## config.mk

```make
export PLATFORM = sky130hd
export DESIGN_NAME = cnv_dma_link
export DESIGN_NICKNAME = d
export VERILOG_FILES = /design/src/rtl/cdl_pkg.sv /design/src/rtl/cdl_req_slot.sv /design/src/rtl/cdl_xfer_engine.sv /design/src/rtl/cnv_dma_link.sv
export SDC_FILE = /design/constraint.sdc
export NUM_CORES = 1
export LEC_CHECK = 0
export BUFFER_PORTS_ARGS = -buffer_cell sky130_fd_sc_hd__buf_2
export CAP_MARGIN = 20
export CELL_PAD_IN_SITES_DETAIL_PLACEMENT = 1
export CELL_PAD_IN_SITES_GLOBAL_PLACEMENT = 2
export CORE_MARGIN = 2
export CORE_UTILIZATION = 32
export DETAILED_ROUTE_END_ITERATION = 16
export PLACE_DENSITY = 0.85
export REMOVE_ABC_BUFFERS = 1
export SYNTH_ARGS = -nofsm -noshare
export SYNTH_HDL_FRONTEND = slang
export SYNTH_SLANG_ARGS = --single-unit
```

## constraint.sdc

```tcl
create_clock -name clk -period 5 [get_ports clk]
set_clock_uncertainty 0.15 [all_clocks]
set_input_delay 0.75 -clock clk [delete_from_list [all_inputs] [get_ports clk]]
set_output_delay 0.75 -clock clk [all_outputs]
set_load 0.05 [all_outputs]
```

## src/rtl/cdl_pkg.sv

```systemverilog
package cdl_pkg;

   typedef enum logic {
      MODE_BLOCK = 1'b0,
      MODE_RING  = 1'b1
   } ring_mode_e;

   function automatic logic is_ring(input logic mode_bit);
      return ring_mode_e'(mode_bit) == MODE_RING;
   endfunction

endpackage

```

## src/rtl/cdl_req_slot.sv

```systemverilog
module cdl_req_slot #(
   parameter int DATA_W = 12
) (
   input  logic              clk,
   input  logic              rst,
   input  logic              en,
   input  logic              accept_ok,
   input  logic              res_valid,
   input  logic [DATA_W-1:0] res_data,
   input  logic              ack,
   output logic              pend,
   output logic [DATA_W-1:0] data,
   output logic              ovr
);

   logic              pend_q;
   logic              ovr_q;
   logic [DATA_W-1:0] data_q;
   logic              take;

   assign take = res_valid && accept_ok;

   always_ff @(posedge clk) begin
      if (rst || !en) begin
         pend_q <= 1'b0;
         ovr_q  <= 1'b0;
      end else if (take) begin
         pend_q <= 1'b1;
         if (pend_q && !ack) begin
            ovr_q <= 1'b1;
         end
      end else if (ack) begin
         pend_q <= 1'b0;
      end
   end

   always_ff @(posedge clk) begin
      if (rst) begin
         data_q <= '0;
      end else if (en && take) begin
         data_q <= res_data;
      end
   end

   assign pend = pend_q;
   assign data = data_q;
   assign ovr  = ovr_q;

endmodule

```

## src/rtl/cdl_xfer_engine.sv

```systemverilog
module cdl_xfer_engine #(
   parameter int CNT_W      = 8,
   parameter int ADDR_W     = 16,
   parameter int WORD_BYTES = 2
) (
   input  logic              clk,
   input  logic              rst,
   input  logic              en,
   input  logic              ring,
   input  logic [CNT_W-1:0]  cnt_cfg,
   input  logic [ADDR_W-1:0] base_cfg,
   input  logic              ack,
   output logic [ADDR_W-1:0] addr,
   output logic              last_ack,
   output logic              eot_pulse,
   output logic              done
);

   localparam logic [CNT_W-1:0] LAST_CNT = CNT_W'(1);

   logic [CNT_W-1:0]  left_q;
   logic [ADDR_W-1:0] addr_q;
   logic [ADDR_W-1:0] addr_nx;
   logic              eot_q;
   logic              done_q;

   assign last_ack = ack && (left_q == LAST_CNT);

   generate
      if (WORD_BYTES == 1) begin : g_unit_step
         assign addr_nx = addr_q + ADDR_W'(1);
      end else begin : g_word_step
         localparam int STEP_SH = $clog2(WORD_BYTES);
         localparam logic [ADDR_W-1:0] STEP = ADDR_W'(1) << STEP_SH;
         assign addr_nx = addr_q + STEP;
      end
   endgenerate

   always_ff @(posedge clk) begin
      if (rst || !en) begin
         left_q <= cnt_cfg;
         addr_q <= base_cfg;
         eot_q  <= 1'b0;
         done_q <= 1'b0;
      end else begin
         eot_q <= last_ack;
         if (last_ack) begin
            if (ring) begin
               left_q <= cnt_cfg;
               addr_q <= base_cfg;
            end else begin
               left_q <= '0;
               addr_q <= addr_nx;
               done_q <= 1'b1;
            end
         end else if (ack) begin
            left_q <= left_q - LAST_CNT;
            addr_q <= addr_nx;
         end
      end
   end

   assign addr      = addr_q;
   assign eot_pulse = eot_q;
   assign done      = done_q;

endmodule

```

## src/rtl/cnv_dma_link.sv

```systemverilog
module cnv_dma_link #(
   parameter int DATA_W     = 12,
   parameter int ADDR_W     = 16,
   parameter int CNT_W      = 8,
   parameter int WORD_BYTES = 2
) (
   input  logic              clk,
   input  logic              rst,
   input  logic              enable,
   input  logic              ring_mode,
   input  logic [CNT_W-1:0]  xfer_total,
   input  logic [ADDR_W-1:0] buf_base,
   input  logic              res_valid,
   input  logic [DATA_W-1:0] res_data,
   output logic              wr_valid,
   output logic [ADDR_W-1:0] wr_addr,
   output logic [DATA_W-1:0] wr_data,
   input  logic              wr_ready,
   output logic              eot_pulse,
   output logic              conv_halt,
   output logic              overrun
);

   generate
      if (DATA_W < 1 || ADDR_W < 2 || CNT_W < 1) begin : g_bad_width
         $error("cnv_dma_link: width parameter out of range");
      end
      if (WORD_BYTES < 1 || (WORD_BYTES & (WORD_BYTES - 1)) != 0) begin : g_bad_step
         $error("cnv_dma_link: WORD_BYTES must be a power of two");
      end
   endgenerate

   logic ring;
   logic pend;
   logic ack;
   logic last_ack;
   logic done;
   logic accept_ok;

   assign ring      = cdl_pkg::is_ring(ring_mode);
   assign ack       = pend && wr_ready;
   assign accept_ok = ring || !(done || last_ack);

   cdl_req_slot #(
      .DATA_W(DATA_W)
   ) u_slot (
      .clk      (clk),
      .rst      (rst),
      .en       (enable),
      .accept_ok(accept_ok),
      .res_valid(res_valid),
      .res_data (res_data),
      .ack      (ack),
      .pend     (pend),
      .data     (wr_data),
      .ovr      (overrun)
   );

   cdl_xfer_engine #(
      .CNT_W     (CNT_W),
      .ADDR_W    (ADDR_W),
      .WORD_BYTES(WORD_BYTES)
   ) u_engine (
      .clk      (clk),
      .rst      (rst),
      .en       (enable),
      .ring     (ring),
      .cnt_cfg  (xfer_total),
      .base_cfg (buf_base),
      .ack      (ack),
      .addr     (wr_addr),
      .last_ack (last_ack),
      .eot_pulse(eot_pulse),
      .done     (done)
   );

   assign wr_valid  = pend;
   assign conv_halt = done;

endmodule

```

* Yosys cells after proc, flatten, opt, wreduce, memory -nomap -nowiden
Cells that the tools add are included.
** Storage, ports and cells
- Bits in registers :: 40
- Output and inout bits :: 32
** Cells by class
- Add/sub/neg operators :: 2
- Eq/ne operators :: 1
- Mux-type cells :: 10
- Bitwise gates (word level) :: 1
- Reduce and logical (&&, ||, !) cells :: 15
** Operator list (number)
- 16-bit 2-to-1 mux :: 4
- 8-bit 2-to-1 mux :: 4
- 16-bit by 2-bit adder with 16-bit output (second input constant) :: 1
- 8-bit by 1-bit equality test with 1-bit output (second input constant) :: 1
- 8-bit by 1-bit subtractor with 8-bit output (second input constant) :: 1
- 1-bit logical AND :: 5
- 2-bit AND reduction :: 2
- 1-bit zero test :: 3
- 1-bit logical OR :: 3
- 3-bit nonzero test :: 1
- 1-bit 2-to-1 mux :: 2
- 2-bit nonzero test :: 1
- 1-bit inverter :: 1

* Logic depth before layout (Yosys ltp)
- Depth after elaboration :: 7
- Gate-level depth with buffers :: 8
- Depth with buffers taken out :: 6

* Modules after synthesis
A second synthesis with hierarchy kept.
** Unflattened totals
- Cell total of the unflattened synthesis :: 206
- Area total of the unflattened synthesis :: 2188.3 sq um
** Modules (own cells, without submodules)
- cdl_xfer_engine :: times used 1, cells each 142, area an instance 1540.2 sq um, seq. area each 760.7 sq um
- cdl_req_slot :: times used 1, cells each 62, area an instance 634.4 sq um, seq. area each 280.3 sq um
- cnv_dma_link :: times used 1, cells each 2, area an instance 13.8 sq um, seq. area each 0.0 sq um

* Worst setup path after synthesis
Ideal clock, no wire load.
- Kind :: register to register
- Start :: register u_engine.left_q[4]
- End :: register u_engine.addr_q[2] (netlist: u_engine.addr[2]), data pin
- Arrival :: 1836 ps
- Data required time :: 4590 ps
- Slack :: 2754 ps
- Cell stages (with the launch flop) :: 5
- Cell sequence :: edfxtp_1 -> or4_4 -> o41ai_4 -> buf_4 -> mux2_2
** Between the ends
- Word-level cells in the longest chain between the ends :: 4
** Ends and longest elaborated chain
- start, declared :: line cdl_xfer_engine.sv:21 : logic [CNT_W-1:0] left_q;
- start signal, assigned :: line cdl_xfer_engine.sv:41 : left_q <= cnt_cfg;
- start signal, assigned :: line cdl_xfer_engine.sv:49 : left_q <= cnt_cfg;
- start signal, assigned :: line cdl_xfer_engine.sv:57 : left_q <= left_q - LAST_CNT;
- 8-bit by 1-bit equality test with 1-bit output :: line cdl_xfer_engine.sv:27 : assign last_ack = ack && (left_q == LAST_CNT);
- 1-bit logical AND :: line cdl_xfer_engine.sv:27
- 16-bit 2-to-1 mux :: line cdl_xfer_engine.sv:47 : if (last_ack) begin
- 16-bit 2-to-1 mux :: line cdl_xfer_engine.sv:40 : if (rst || !en) begin
- end signal, assigned :: line cdl_xfer_engine.sv:42 : addr_q <= base_cfg;
- end signal, assigned :: line cdl_xfer_engine.sv:50 : addr_q <= base_cfg;
- end signal, assigned :: line cdl_xfer_engine.sv:53 : addr_q <= addr_nx;
- end, declared :: line cdl_xfer_engine.sv:22 : logic [ADDR_W-1:0] addr_q;
Every way passes these cells.
A chain may end at the register's enable or synchronous reset.

* Worst setup path in the final report
- Start :: register u_engine.left_q[4]
- End :: register u_engine.addr_q[14] (netlist: u_engine.addr[14]), data pin
Same word-level chain as after synthesis.

==> results.toml <==
[die]
num_rows = 29
num_io_pins = 74
die_h_um = 84.7
die_x_um = 84.7
start_util_pct = 33.0
coreArea_um2 = 6310
die_area_um2 = 7180

[power_and_ir_drop]
power.internal_mw = 0.568
power.density_nw_per_um2 = 314
max-vdd-ir-drop_mv = 0.129
p_clk_share_pct = 28.6
seqPwrFrac_pct = 49.8
fin_total_pwr_mw = 0.824
p_sw_share_pct = 31.1
power.switching_mw = 0.256
pwr-share-comb_pct = 21.6
p_leak_nw = 1.10

[status]
outcome = "completed"

[placement]
port_buffers = 73
gp_congestion = 0.742
post-place-ws_ps = 2150
dp_hpwl_mm = 3.65

[finish]
final_layout_size_suffix_gt1_share_pct = 31.1
syn2layout_area_growth_pct = 25.7
nets = 324
num_antenna_cells = 0

[timing]
timing.fmax_ghz = 0.357
fin_crit_ps = 2810
worstMarginPinSlew_ps = 992
layout_setup_ws_ps = 2190
hold_viol_final = 0
setup_viol = 0
setup_tns_ps = 0
rsz0062_at_grt = "no"
slew_headroom_pct = 33.7
slew_viol_final = 0
fin_crit_sh_pct = 56.1

[flow_run]
maxCapViolCount = 0

[logic_synthesis]
synthAdderAreaFrac_pct = 1.80
syn_area_um2 = 2090
synth_compound_area_share_pct = 7.86
avgSynthCellArea_um2 = 10.2
synth_most_common_cell = "nand2_1"
yosysSeqAreaShare_pct = 49.9
synth_common_cells = "nand2_1 (30), edfxtp_1 (24), nand2b_1 (24), o21ai_0 (20), dfxtp_1 (16)"
synth_top_family_by_area = "simple AND/OR/NAND/NOR gates"
synth_edf_count = 24
synth_cell_types = 32
synthFlopType = "edfxtp_1"
async_flop_share_pct = 0
synth.area.mux_share_pct = 6.30
ys_seq_elements = 40
synth_top_area_share_pct = 34.6
synth-xor-area-share_pct = 7.98
netlist_instances = 204
synth_top_cell_by_area = "edfxtp_1"
synth-simple-area-share_pct = 22.6
yosys_warnings = 0
yosys-top-cells-area = "edfxtp_1 (35%), dfxtp_1 (15%), nand2b_1 (7.2%)"

[route]
postRouteAntennaNets = 0
first_iter_violations = 68
vias_per_cell = 4.68
drc = 0
routed_wl_mm = 4.86
wl_per_cell_um = 13.6
vias = 1669
first_pass_iters = 4

[clock_network]
cts_hold_buffers = 0
cts.sinks = 40
cts_made_buffers = 5
clock_latency_ps = 280
cts_tree = "yes"
post_cts_buffers = 0
clock_path_buffers = 2
htreeDepth = 2
cts_root_buf = "clkbuf_8"
post_cts_resized = 0
clkSlewWorstSetupHoldPaths_ps = 80

[worst_setup_path]
end_kind = "register"
critPathSlowestCell = "o41ai_4"
worst_ep_arrival_time_ps = 2670
cp.required_ps = 4870
cp-start-kind = "register"
critical-path-max-stage-delay_ps = 810
path_cells = "or4_4 -> o41ai_4 -> buf_4 -> o21ai_0"
critPathKind = "register to register"
cp_max_fo = 24

[global_routing]
antenna_found_initial = 0
grt_max_degree = 27
grt_pass1_wl_mm = 8.18
grtUsageTotal_pct = 14.0
grt_pass1_vias = 1709
gr-total-overflow = 0

[hold_path]
min_path_type = "register to register"
power groups by stage:
stage / clock network (mW) / logic [mW] / registers [mW]
after floorplan: 0 / 0.0616 / 0.477
after global placement: 0 / 0.177 / 0.417
after detailed placement: 0 / 0.179 / 0.418
after CTS: 0.247 / 0.180 / 0.411
after global routing: 0.263 / 0.194 / 0.415
final: 0.236 / 0.178 / 0.410
worst max-delay path, delay by kind of cell (launching register included):
family	cells	cell delay (ps)
flip-flops	1	450
AND/OR/NAND/NOR	1	620
AO/OA/AOI/OAI	2	950
buffers and inverters	1	380
routing by layer:
| layer | vias up | GRT usage [%] | routed length [um] |
|---|---|---|---|
| li1 | 857 | - | - |
| met1 | 745 | 19.7 | 2270 |
| met2 | 63 | 20.6 | 2060 |
| met3 | 4 | 5.60 | 489 |
| met4 | 0 | 2.74 | 31 |
| met5 | - | 0 | 0 |
worst paths after layout:
check	start	endpoint	slack (ps)	cells after the start
max	u_engine.left_q[4]	u_engine.addr[14]	2190	4
min	u_slot.data[9]	u_slot.data[9]	330	2
max reg2reg	u_engine.left_q[4]	u_engine.addr[14]	2190	4
min reg2reg	u_slot.data[9]	u_slot.data[9]	330	2
layout make-up:
cell class                 count  area, um2
clock buffer                   7       97.6
sequential                    40       1040
timing repair buffer          75        380
multi-input combinational    150        976
inverter                       7       26.3
clock inverter                 1       5.00
fill                         744       3690
tap                           77       96.3
per-stage QoR:
stage                     std cells  hold WS (ps)  utilization [%]  cell area, um2
final                           357           325             41.5            2620
after global routing            357           346             41.5            2620
after CTS                       357           334             41.5            2620
after detailed placement        349           316             39.9            2520
after global placement          349           306             39.9            2520
after floorplan                 197           466                -            2040
sequential cells by signal (all words and copies together) (netlist names):
name / flops
u_engine.done: 1
u_slot.data: 12
u_engine.eot_pulse: 1
u_engine.addr: 16
u_slot.pend: 1
u_slot.ovr: 1
u_engine.left_q: 8
logic make-up (layout without fill, tap and decap cells):
family	count (synthesis)	in the layout
fa+ha+maj	3	3
buf+inv	14	90
xor+xnor	19	19
simple gates	88	88
mux	13	13
compound gates	27	27
flops	40	40
cell usage in the layout, fill, tap and decap left out:
master,count
buf_2,73
nand2_1,30
nand2b_1,24
edfxtp_1,24
o21ai_0,20
dfxtp_1,16
xnor2_1,13
mux2i_1,12
inv_1,7
nor3_1,7
nand3_1,6
xor2_1,6
nor2_1,5
clkbuf_8,5
nand4_1,3
nor4_1,3
o21ai_1,3
ha_1,3
and2_1,2
o21a_1,2
buf_4,2
or4_4,1
nand4b_1,1
nor2b_1,1
o41ai_4,1
and3_1,1
mux2_2,1
or3_1,1
nor4_4,1
nor3b_2,1
o22ai_1,1
nor3b_1,1
clkinv_2,1
clkbuf_1,1
clkbuf_16,1
Note: power is estimated with default switching activity, not from simulation.
